$ cat src/rtl/irq_seq_pkg.sv
// Shared types and constants of the interrupt entry sequencer.
// Assumes a byte-wide memory port and two-byte words.
package irq_seq_pkg;
    localparam int BYTE_W = 8;
    localparam int WORD_W = 2 * BYTE_W;
    localparam int SLOT_W = 4;

    // condition-code bit positions that the core decodes
    localparam int CC_E_BIT = 7;
    localparam int CC_F_BIT = 6;
    localparam int CC_I_BIT = 4;

    typedef enum logic [1:0] {
        SRC_NONE = 2'd0,
        SRC_NMI  = 2'd1,
        SRC_FAST = 2'd2,
        SRC_NORM = 2'd3
    } irq_src_e;

    typedef enum logic [2:0] {
        ST_IDLE,
        ST_PUSH,
        ST_VHI,
        ST_VLO,
        ST_DONE
    } seq_state_e;

    // full frame in write order; the short frame uses PCL, PCH, CC
    typedef enum logic [SLOT_W-1:0] {
        SL_PCL, SL_PCH, SL_UL, SL_UH, SL_YL, SL_YH, SL_XL, SL_XH,
        SL_DP, SL_WL, SL_WH, SL_B, SL_A, SL_CC
    } slot_e;

    localparam int LAST_SHORT = 2;
    localparam int LAST_EXT   = int'(SL_CC);
    localparam int LAST_FULL  = LAST_EXT - 2;
    localparam int EXT_FIRST  = int'(SL_WL);
endpackage

$ cat src/rtl/irq_arbiter.sv
// Request arbiter: detects non-maskable edges once armed, holds the
// synchronise and wait flags, and picks the winning source.
// Assumes cc_in is the live condition code from the core.
module irq_arbiter
    import irq_seq_pkg::*;
(
    input  logic              clk,
    input  logic              rst_n,
    input  logic              can_start,
    input  logic              nmi_req,
    input  logic              fast_req,
    input  logic              norm_req,
    input  logic              sp_load,
    input  logic              sync_enter,
    input  logic              wai_enter,
    input  logic [BYTE_W-1:0] cc_in,
    output logic              start,
    output irq_src_e          win_src,
    output logic              waited,
    output logic              sync_wait,
    output logic              wai_pending
);
    logic nmi_last_q;
    logic armed_q;
    logic nmi_pend_q;
    logic sync_q;
    logic wai_q;
    logic nmi_rise;

    assign nmi_rise = nmi_req & ~nmi_last_q;

    // winner selection by fixed priority and masks
    always_comb begin
        if (nmi_pend_q)
            win_src = SRC_NMI;
        else if (fast_req && !cc_in[CC_F_BIT])
            win_src = SRC_FAST;
        else if (norm_req && !cc_in[CC_I_BIT])
            win_src = SRC_NORM;
        else
            win_src = SRC_NONE;
    end

    assign start       = can_start && (win_src != SRC_NONE);
    assign waited      = wai_q;
    assign sync_wait   = sync_q;
    assign wai_pending = wai_q;

    // edge capture, arming and wait-flag bookkeeping
    always_ff @(posedge clk) begin
        if (!rst_n) begin
            nmi_last_q <= 1'b0;
            armed_q    <= 1'b0;
            nmi_pend_q <= 1'b0;
            sync_q     <= 1'b0;
            wai_q      <= 1'b0;
        end else begin
            nmi_last_q <= nmi_req;
            if (sp_load)
                armed_q <= 1'b1;
            if (nmi_rise && armed_q)
                nmi_pend_q <= 1'b1;
            else if (start && win_src == SRC_NMI)
                nmi_pend_q <= 1'b0;
            if (fast_req || norm_req || (start && win_src == SRC_NMI))
                sync_q <= 1'b0;
            else if (sync_enter)
                sync_q <= 1'b1;
            if (start)
                wai_q <= 1'b0;
            else if (wai_enter)
                wai_q <= 1'b1;
        end
    end

    p_nmi_armed_r1: assert property (@(posedge clk) disable iff (!rst_n)
        nmi_pend_q |-> armed_q);

    p_sync_release_r8: assert property (@(posedge clk) disable iff (!rst_n)
        (fast_req || norm_req) |=> !sync_q);
endmodule

$ cat src/rtl/irq_push_mux.sv
// Frame byte selector: maps a write index to the register byte for
// short, full and extended frames. Purely combinational.
module irq_push_mux
    import irq_seq_pkg::*;
(
    input  logic [SLOT_W-1:0] idx,
    input  logic              full,
    input  logic              ext,
    input  logic [WORD_W-1:0] pc,
    input  logic [WORD_W-1:0] u,
    input  logic [WORD_W-1:0] y,
    input  logic [WORD_W-1:0] x,
    input  logic [WORD_W-1:0] w,
    input  logic [BYTE_W-1:0] dp,
    input  logic [BYTE_W-1:0] b,
    input  logic [BYTE_W-1:0] a,
    input  logic [BYTE_W-1:0] cc,
    output logic [BYTE_W-1:0] byte_o
);
    slot_e slot;

    // index to logical slot for the frame variant
    always_comb begin
        if (!full)
            slot = (idx == SLOT_W'(0)) ? SL_PCL :
                   (idx == SLOT_W'(1)) ? SL_PCH : SL_CC;
        else if (ext || idx < SLOT_W'(EXT_FIRST))
            slot = slot_e'(idx);
        else
            slot = slot_e'(idx + SLOT_W'(2));
    end

    // slot to data byte
    always_comb begin
        case (slot)
            SL_PCL:  byte_o = pc[BYTE_W-1:0];
            SL_PCH:  byte_o = pc[WORD_W-1:BYTE_W];
            SL_UL:   byte_o = u[BYTE_W-1:0];
            SL_UH:   byte_o = u[WORD_W-1:BYTE_W];
            SL_YL:   byte_o = y[BYTE_W-1:0];
            SL_YH:   byte_o = y[WORD_W-1:BYTE_W];
            SL_XL:   byte_o = x[BYTE_W-1:0];
            SL_XH:   byte_o = x[WORD_W-1:BYTE_W];
            SL_DP:   byte_o = dp;
            SL_WL:   byte_o = w[BYTE_W-1:0];
            SL_WH:   byte_o = w[WORD_W-1:BYTE_W];
            SL_B:    byte_o = b;
            SL_A:    byte_o = a;
            default: byte_o = cc;
        endcase
    end
endmodule

$ cat src/rtl/irq_entry_seq.sv
// Interrupt entry sequencer top: starts an entry chosen by the arbiter,
// writes the frame down the stack, reads the vector and reports results.
// Assumes register inputs and cc_in stay stable from start until ack.
module irq_entry_seq
    import irq_seq_pkg::*;
#(
    parameter logic [15:0] VEC_NMI     = 16'hFFFC,
    parameter logic [15:0] VEC_FAST    = 16'hFFF6,
    parameter logic [15:0] VEC_NORM    = 16'hFFF8,
    parameter int          CYC_W       = 5,
    parameter int          COST_SHORT  = 10,
    parameter int          COST_FULL   = 19,
    parameter int          COST_EXT    = 2,
    parameter int          COST_WAITED = 7
) (
    input  logic              clk,
    input  logic              rst_n,
    input  logic              insn_boundary,
    input  logic              nmi_req,
    input  logic              fast_req,
    input  logic              norm_req,
    input  logic              sp_load,
    input  logic              sync_enter,
    input  logic              wai_enter,
    input  logic              ext_mode,
    input  logic              fast_full,
    input  logic [7:0]        cc_in,
    input  logic [15:0]       pc_in,
    input  logic [15:0]       u_in,
    input  logic [15:0]       y_in,
    input  logic [15:0]       x_in,
    input  logic [15:0]       w_in,
    input  logic [15:0]       sp_in,
    input  logic [7:0]        dp_in,
    input  logic [7:0]        b_in,
    input  logic [7:0]        a_in,
    output logic              mem_req,
    output logic              mem_we,
    output logic [15:0]       mem_addr,
    output logic [7:0]        mem_wdata,
    input  logic [7:0]        mem_rdata,
    input  logic              mem_ack,
    output logic [15:0]       pc_out,
    output logic              pc_we,
    output logic [7:0]        cc_out,
    output logic              cc_we,
    output logic [15:0]       sp_out,
    output logic              sp_we,
    output logic [CYC_W-1:0]  cycles_out,
    output logic              ack,
    output logic [1:0]        ack_src,
    output logic              sync_wait,
    output logic              wai_pending
);
    localparam logic [BYTE_W-1:0] MASK_E = BYTE_W'(1) << CC_E_BIT;
    localparam logic [BYTE_W-1:0] MASK_F = BYTE_W'(1) << CC_F_BIT;
    localparam logic [BYTE_W-1:0] MASK_I = BYTE_W'(1) << CC_I_BIT;

    seq_state_e        state_q;
    irq_src_e          src_q;
    irq_src_e          win_src;
    logic              start;
    logic              waited;
    logic              waited_q;
    logic              full_q;
    logic              ext_q;
    logic [SLOT_W-1:0] idx_q;
    logic [SLOT_W-1:0] last_q;
    logic [WORD_W-1:0] sp_q;
    logic [BYTE_W-1:0] cc_push_q;
    logic [BYTE_W-1:0] cc_new_q;
    logic [BYTE_W-1:0] vec_hi_q;
    logic [WORD_W-1:0] pc_q;
    logic [CYC_W-1:0]  cost_q;
    logic [WORD_W-1:0] vec_sel;
    logic [BYTE_W-1:0] push_byte;
    logic              start_full;
    logic              start_ext;
    logic [BYTE_W-1:0] start_mask;
    logic [BYTE_W-1:0] start_ccp;

    irq_arbiter u_arb (
        .clk         (clk),
        .rst_n       (rst_n),
        .can_start   ((state_q == ST_IDLE) && insn_boundary),
        .nmi_req     (nmi_req),
        .fast_req    (fast_req),
        .norm_req    (norm_req),
        .sp_load     (sp_load),
        .sync_enter  (sync_enter),
        .wai_enter   (wai_enter),
        .cc_in       (cc_in),
        .start       (start),
        .win_src     (win_src),
        .waited      (waited),
        .sync_wait   (sync_wait),
        .wai_pending (wai_pending)
    );

    irq_push_mux u_mux (
        .idx    (idx_q),
        .full   (full_q),
        .ext    (ext_q),
        .pc     (pc_in),
        .u      (u_in),
        .y      (y_in),
        .x      (x_in),
        .w      (w_in),
        .dp     (dp_in),
        .b      (b_in),
        .a      (a_in),
        .cc     (cc_push_q),
        .byte_o (push_byte)
    );

    // frame shape, masks and saved condition for the starting entry
    always_comb begin
        start_full = (win_src != SRC_FAST) || fast_full;
        start_ext  = start_full && ext_mode;
        start_mask = (win_src == SRC_NORM) ? MASK_I : (MASK_I | MASK_F);
        start_ccp  = start_full ? (cc_in | MASK_E) : (cc_in & ~MASK_E);
    end

    // vector address for the latched source
    always_comb begin
        case (src_q)
            SRC_NMI:  vec_sel = VEC_NMI;
            SRC_FAST: vec_sel = VEC_FAST;
            default:  vec_sel = VEC_NORM;
        endcase
    end

    // entry sequencing: start, frame writes, vector reads, completion
    always_ff @(posedge clk) begin
        if (!rst_n) begin
            state_q   <= ST_IDLE;
            src_q     <= SRC_NONE;
            waited_q  <= 1'b0;
            full_q    <= 1'b0;
            ext_q     <= 1'b0;
            idx_q     <= '0;
            last_q    <= '0;
            sp_q      <= '0;
            cc_push_q <= '0;
            cc_new_q  <= '0;
            vec_hi_q  <= '0;
            pc_q      <= '0;
            cost_q    <= '0;
        end else begin
            case (state_q)
                ST_IDLE: begin
                    if (start) begin
                        src_q     <= win_src;
                        waited_q  <= waited;
                        full_q    <= start_full;
                        ext_q     <= start_ext;
                        idx_q     <= '0;
                        sp_q      <= sp_in;
                        cc_push_q <= start_ccp;
                        if (waited) begin
                            cc_new_q <= cc_in | start_mask;
                            cost_q   <= CYC_W'(COST_WAITED);
                            state_q  <= ST_VHI;
                        end else begin
                            cc_new_q <= start_ccp | start_mask;
                            if (!start_full) begin
                                cost_q <= CYC_W'(COST_SHORT);
                                last_q <= SLOT_W'(LAST_SHORT);
                            end else if (start_ext) begin
                                cost_q <= CYC_W'(COST_FULL + COST_EXT);
                                last_q <= SLOT_W'(LAST_EXT);
                            end else begin
                                cost_q <= CYC_W'(COST_FULL);
                                last_q <= SLOT_W'(LAST_FULL);
                            end
                            state_q <= ST_PUSH;
                        end
                    end
                end
                ST_PUSH: begin
                    if (mem_ack) begin
                        sp_q <= sp_q - WORD_W'(1);
                        if (idx_q == last_q)
                            state_q <= ST_VHI;
                        else
                            idx_q <= idx_q + SLOT_W'(1);
                    end
                end
                ST_VHI: begin
                    if (mem_ack) begin
                        vec_hi_q <= mem_rdata;
                        state_q  <= ST_VLO;
                    end
                end
                ST_VLO: begin
                    if (mem_ack) begin
                        pc_q    <= {vec_hi_q, mem_rdata};
                        state_q <= ST_DONE;
                    end
                end
                default: state_q <= ST_IDLE;
            endcase
        end
    end

    // memory port driven from the state
    always_comb begin
        mem_req   = (state_q == ST_PUSH) || (state_q == ST_VHI) || (state_q == ST_VLO);
        mem_we    = (state_q == ST_PUSH);
        mem_wdata = push_byte;
        case (state_q)
            ST_PUSH: mem_addr = sp_q - WORD_W'(1);
            ST_VHI:  mem_addr = vec_sel;
            default: mem_addr = vec_sel + WORD_W'(1);
        endcase
    end

    // completion outputs
    always_comb begin
        ack        = (state_q == ST_DONE);
        pc_we      = ack;
        cc_we      = ack;
        sp_we      = ack;
        pc_out     = pc_q;
        cc_out     = cc_new_q;
        sp_out     = sp_q;
        cycles_out = cost_q;
        ack_src    = src_q;
    end

    p_req_hold_r12: assert property (@(posedge clk) disable iff (!rst_n)
        (mem_req && !mem_ack) |=> (mem_req && $stable(mem_we) && $stable(mem_addr)
                                   && $stable(mem_wdata)));

    p_push_descend_r5: assert property (@(posedge clk) disable iff (!rst_n)
        (mem_req && mem_we && mem_ack) |=>
            (!(mem_req && mem_we) || mem_addr == $past(mem_addr) - 16'd1));

    p_ack_pulse_r11: assert property (@(posedge clk) disable iff (!rst_n)
        ack |=> !ack);

    p_ack_src_r11: assert property (@(posedge clk) disable iff (!rst_n)
        ack |-> (ack_src != SRC_NONE));

    p_mask_i_r6: assert property (@(posedge clk) disable iff (!rst_n)
        ack |-> cc_out[CC_I_BIT]);

    p_mask_f_r6: assert property (@(posedge clk) disable iff (!rst_n)
        (ack && ack_src != SRC_NORM) |-> cc_out[CC_F_BIT]);

    p_waited_nowrite_r7: assert property (@(posedge clk) disable iff (!rst_n)
        (waited_q && state_q != ST_IDLE) |-> !(mem_req && mem_we));

    p_boundary_r13: assert property (@(posedge clk) disable iff (!rst_n)
        (state_q == ST_IDLE && !insn_boundary) |=> (state_q == ST_IDLE));
endmodule

$ cat config.mk
export PLATFORM = sky130hd
export DESIGN_NAME = irq_entry_seq
export DESIGN_NICKNAME = d
export VERILOG_FILES = /design/src/rtl/irq_seq_pkg.sv /design/src/rtl/irq_arbiter.sv /design/src/rtl/irq_push_mux.sv /design/src/rtl/irq_entry_seq.sv
export SDC_FILE = /design/constraint.sdc
export NUM_CORES = 1
export LEC_CHECK = 0
export BUFFER_PORTS_ARGS = -buffer_cell sky130_fd_sc_hd__buf_2
export CAP_MARGIN = 25
export CELL_PAD_IN_SITES_DETAIL_PLACEMENT = 0
export CELL_PAD_IN_SITES_GLOBAL_PLACEMENT = 1
export CORE_MARGIN = 2
export CORE_UTILIZATION = 30
export DETAILED_ROUTE_END_ITERATION = 8
export PLACE_DENSITY_LB_ADDON = 0.1
export SYNTH_ARGS = -nofsm -noshare
export SYNTH_HDL_FRONTEND = slang
export SYNTH_SLANG_ARGS = --single-unit
export TNS_END_PERCENT = 100
$ cat constraint.sdc
create_clock -name clk -period 3.7 [get_ports clk]
set_clock_uncertainty 0.15 [all_clocks]
set_input_delay 0.74 -clock clk [delete_from_list [all_inputs] [get_ports clk]]
set_output_delay 0.74 -clock clk [all_outputs]
set_load 0.05 [all_outputs]
After elaboration in Yosys (flattened, before gate mapping):

Index checks and enable logic that the tools add are counted.

* add/sub/neg operators: 4
* order comparisons: 1
* eq/ne operators: 29
* mux-type cells: 34
* bitwise operators: 6
* reductions and logical operators: 30

Operator list (count)
* 8-bit one-hot mux with 13 select lines: 1
* 16-bit one-hot mux with 2 select lines: 2
* 16-bit 2-to-1 mux: 2
* 4-bit 2-to-1 mux: 8
* 3-bit 2-to-1 mux: 7
* 4-bit equality test, second input constant: 5
* 16-bit by 1-bit adder with 16-bit output, second input constant: 1
* 4-bit by 3-bit equality test with 1-bit output, second input constant: 4
* 8-bit 2-to-1 mux: 2
* 8-bit by 7-bit bitwise OR with 8-bit output: 2
* 4-bit one-hot mux with 2 select lines: 2
* 16-bit by 1-bit subtractor with 16-bit output, second input constant: 1
* 3-bit one-hot mux with 4 select lines: 1
* 5-bit 2-to-1 mux: 2
* 4-bit by 1-bit equality test with 1-bit output, second input constant: 2
* 4-bit by 2-bit equality test with 1-bit output, second input constant: 2
* 4-bit zero test: 2
* 2-bit 2-to-1 mux: 4
* 2-bit inequality test, second input constant: 4
* 1-bit logical AND: 7
* 7-bit 2-to-1 mux: 1
* 3-bit by 2-bit equality test with 1-bit output, second input constant: 2
* 1-bit logical OR: 6
* 2-bit by 1-bit inequality test with 1-bit output, second input constant: 3
* 19 further kinds: 31

* bits in registers: 81
* input bits: 148
* output and inout port bits: 79
* word-level logic and storage cells: 121

Longest topological paths before layout:

* depth after elaboration: 11
* gate-level depth with buffers: 11
* depth with buffers taken out: 9

Modules after synthesis:

From an unflattened synthesis, not the netlist that was laid out.

* cells, all modules: 643
* area total of the unflattened synthesis: 5072.4 sq um

Modules (own cells, without submodules)
* irq_entry_seq: times used 1, cells each 446, area an instance 3623.5 sq um, sequential area each 1381.3 sq um
* irq_push_mux: times used 1, cells each 173, area an instance 1221.2 sq um, sequential area each 0.0 sq um
* irq_arbiter: times used 1, cells each 24, area an instance 227.7 sq um, sequential area each 100.1 sq um

Worst setup path before layout:

OpenSTA, ideal clock, no wires.

* kind: register to output
* start: register idx_q[1]
* end: output port mem_wdata[7]
* arrival time: 2947 ps
* data required time: 2810 ps
* path slack: -137 ps
* stages on the path, launching flop included: 12
* buffers on the path: 2
* cell sequence: dfxtp_1 inv_1 ha_1 nor2b_4 nor2_4 mux2i_2 buf_4 buf_6 a211oi_1 a211oi_1 nor2_1 a21oi_1

* word-level cells in the longest chain between the ends: 6
* elaborated cells between the ends (all ways): 23
* classes of those cells: 1 x add/sub; 1 x order compare; 13 x eq/ne; 5 x mux; 3 x reduce/logical

RTL lines
* from (decl): RTL line irq_entry_seq.sv:67 `logic [SLOT_W-1:0] idx_q;`
* from (signal assigned): RTL line irq_entry_seq.sv:186 `idx_q <= idx_q + SLOT_W'(1);`
* 4-bit less-than comparator or 4-bit by 1-bit equality test with 1-bit output (tied branches): RTL line irq_push_mux.sv:27, irq_push_mux.sv:26
* 1-bit logical OR or 4-bit 2-to-1 mux (tied branches): RTL line irq_push_mux.sv:27, irq_push_mux.sv:26
* 4-bit 2-to-1 mux, on equally long branches: RTL line irq_push_mux.sv:27, irq_push_mux.sv:25
* 4-bit 2-to-1 mux *: RTL line irq_push_mux.sv:24 `if (!full)`
* 4-bit equality test, or another cell as far along: RTL line irq_push_mux.sv:35 `case (slot)`
* 8-bit one-hot mux with 13 select lines *: RTL line irq_push_mux.sv:35
* to (decl): RTL line irq_entry_seq.sv:40 `output logic [7:0] mem_wdata,`

Every way passes the cells marked *; elsewhere a longest branch is shown, timed or not.

Worst setup path in the final report:

* start: register idx_q[0]
* end: output port mem_wdata[3]

Same word-level chain as after synthesis.

==> flow_summary.json <==
{
  "via_per_inst": 5.08,
  "min_period_over_period": 0.984,
  "finalMaxSlewViolations": 0,
  "fp-row-count": 46,
  "htree_levels": 3,
  "overflow": 0,
  "fmax_mhz": 275,
  "dieWidth_um": 132,
  "antenna_found_initial": 0,
  "post_drt_wl_per_cell_um": 16.7,
  "rsz0062_at_grt": "yes",
  "reg2reg_to": "sp_out[14]",
  "cts_tree": "built",
  "final_cell_area_um2": 6940,
  "clk_pin_slew_ns": 0.05,
  "synth_cell_types": 71,
  "timing_worst_setup_path_type": "register to primary output",
  "p_per_area_nw_per_um2": 644,
  "fillCellCount": 1674,
  "final_hold_viol_count": 0,
  "die-area_um2": 17300,
  "synth_most_common_cell": "nand2_1",
  "hold_path.class": "register to register",
  "period_minus_slack_ns": 3.64,
  "cts_hold_buf": 0,
  "nNetsFinal": 1007,
  "ir_worst_vdd_mv": 0.402,
  "arrival_ns": 2.75,
  "grt_max_degree": 44,
  "die_h_um": 132,
  "syn_avg_cell_area_um2": 7.79,
  "synth_top_cell_area_share": 0.303,
  "endpoint": "mem_wdata[3]",
  "core_um2": 15900,
  "grt_use_total": 0.201,
  "finalPower_mw": 4.47,
  "grt_pass1_wl_um": 28400,
  "drt_iter0_markers": 267,
  "io_buffers": 226,
  "vias": 5455,
  "hpwl_um": 13900,
  "drive_gt1_frac": 0.389,
  "wl_um": 17900,
  "required_ns": 2.81,
  "multiInputGateArea_um2": 3270,
  "synth_edf_count": 0,
  "critPathLaunchType": "register",
  "insertion_delay_ns": 0.33,
  "diodes": 0,
  "cts-root-buf": "clkbuf_16",
  "placed_area_um2": 6310,
  "antenna_left": 0,
  "ctsLongestPathBuffers": 2,
  "synthArstFlopShare": 0,
  "start_util": 0.308,
  "gp_congestion": 0.896,
  "worstPathMaxFanout": 6,
  "area_delta_synth_final_pct": 41.8,
  "cp-end-kind": "primary output",
  "register_area_um2": 1490,
  "synthCells": 628,
  "synth-seq-cells": 74,
  "drv_cap": 0,
  "grt_pass1_vias": 5439,
  "seq_area_frac_synth": 0.303,
  "numCtsBuffers": 9,
  "clkSinkCount": 74,
  "ys.flop_type": "dfxtp_1",
  "ys_top_cells_by_area": "dfxtp_1, nand2_1, nor2b_1",
  "cp-startpoint": "idx_q[0]",
  "slew_headroom": 0.471,
  "drc": 0,
  "r2r_cells": 9,
  "drtPass1Iterations": 4,
  "timing.rr.start": "sp_out[0]",
  "tightest_slew_ns": 0.793,
  "p_leak_nw": 3.04,
  "syn-cell-area_um2": 4890,
  "syn_nets": 782,
  "outcome": "finished clean",
  "pin_count": 227,
  "setup_viol": 0,
  "synthTopCellsByCount": "nand2_1, dfxtp_1, nor2_1",
  "ys_warn_count": 0,
  "ff2ff_setup_slack_ns": 1.12,
  "synth_top_cell_by_area": "dfxtp_1"
}
-- through the flow --
step	instances	utilization	setup slack (ns)	TNS (ns)	hold WS [ns]
4_1_cts	1068	0.428	-0.0758	-0.0758	0.319
2_1_floorplan	628	-	0.0788	0	0.290
3_5_place_dp	1050	0.397	0.0585	0	0.305
6_report	1073	0.437	0.0596	0	0.311
3_3_place_gp	1050	0.397	0.131	0	0.299
5_1_grt	1073	0.437	-0.0669	-0.133	0.348
-- per-layer routing --
| metal | part of all wire | GRT usage | vias up | wire length (um) |
|---|---|---|---|---|
| li1 | - | - | 2697 | - |
| met1 | 0.44 | 0.254 | 2568 | 7900 |
| met2 | 0.48 | 0.335 | 170 | 8640 |
| met3 | 0.062 | 0.0563 | 20 | 1110 |
| met4 | 0.016 | 0.0616 | 0 | 290 |
| met5 | 0 | 0 | - | 0 |
-- report_power, final --
group	internal, mW	switching (mW)
Combinational	0.735	1.54
Clock	0.810	0.330
Sequential	0.902	0.146
-- worst min-delay path by stage --
stage                  startpoint       endpoint  cells past startpoint
floorplan           u_arb.armed_q  u_arb.armed_q                      1
global placement       pc_out[15]     pc_out[15]                      2
detailed placement     pc_out[14]     pc_out[14]                      2
CTS                     pc_out[6]      pc_out[6]                      2
global route           pc_out[15]     pc_out[15]                      2
finish                 pc_out[14]     pc_out[14]                      2
-- repair_timing --
| item | CTS | global route |
|---|---|---|
| pin swaps | 6 | 5 |
| endpoints found under the setup margin | 8 | 9 |
| buffers inserted | 3 | 4 |
| gates resized for setup | 22 | 19 |
| gates cloned | 0 | 1 |
-- sequential cells by signal, summed over array words and instances, names as in the netlist --
| name | count |
|---|---|
| pc_out | 16 |
| sp_out | 16 |
| vec_hi_q | 8 |
| cc_push_q | 7 |
| cycles_out | 5 |
| idx_q | 4 |
| cc_out | 3 |
| last_q | 3 |
| state_q | 3 |
| ack_src | 2 |
| ext_q | 1 |
| full_q | 1 |
| u_arb.armed_q | 1 |
| u_arb.nmi_last_q | 1 |
| u_arb.nmi_pend_q | 1 |
| u_arb.sync_wait | 1 |
| u_arb.wai_pending | 1 |
-- critical path: stages (launching register included) --
cell      delay (ns)
dfxtp_2         0.33
inv_2           0.05
ha_4            0.15
nor2b_4         0.13
nor2_4          0.14
mux2i_4         0.39
mux2_4          0.33
a222oi_1        0.31
nand3_1         0.11
o32a_1          0.33
buf_6           0.16
-- cell families after synthesis --
logic type | Yosys count | synth area share
buffers and inverters | 61 | 0.0606
AOI/OAI and AO/OA | 173 | 0.250
adders and majority gates | 6 | 0.0153
DFF | 74 | 0.303
xor gates and xnor gates | 17 | 0.0304
and+or+nand+nor | 266 | 0.273
muxes | 31 | 0.0675
-- layout make-up --
type | instances | share of cell area
Clock buffer | 10 | 0.0345
Clock inverter | 5 | 0.0216
Inverter | 12 | 0.00649
Multi-Input combinational cell | 493 | 0.472
Sequential cell | 74 | 0.215
Tap cell | 216 | 0.0390
Timing Repair Buffer | 263 | 0.212
-- cell usage in the layout (no fill, tap or decap), drive strengths merged, types with 14 or more instances in the layout --
| master | Yosys | routed |
|---|---|---|
| nor3 | 15 | 15 |
| a211oi | 14 | 14 |
| dfxtp | 74 | 74 |
| nand2 | 105 | 105 |
| a21oi | 35 | 35 |
| nor2b | 38 | 38 |
| nor2 | 47 | 47 |
| buf | 20 | 261 |
| nand3 | 16 | 16 |
| a21boi | 30 | 30 |
| mux2i | 21 | 21 |
| o21ai | 26 | 26 |
(Power assumes the default switching activity.)
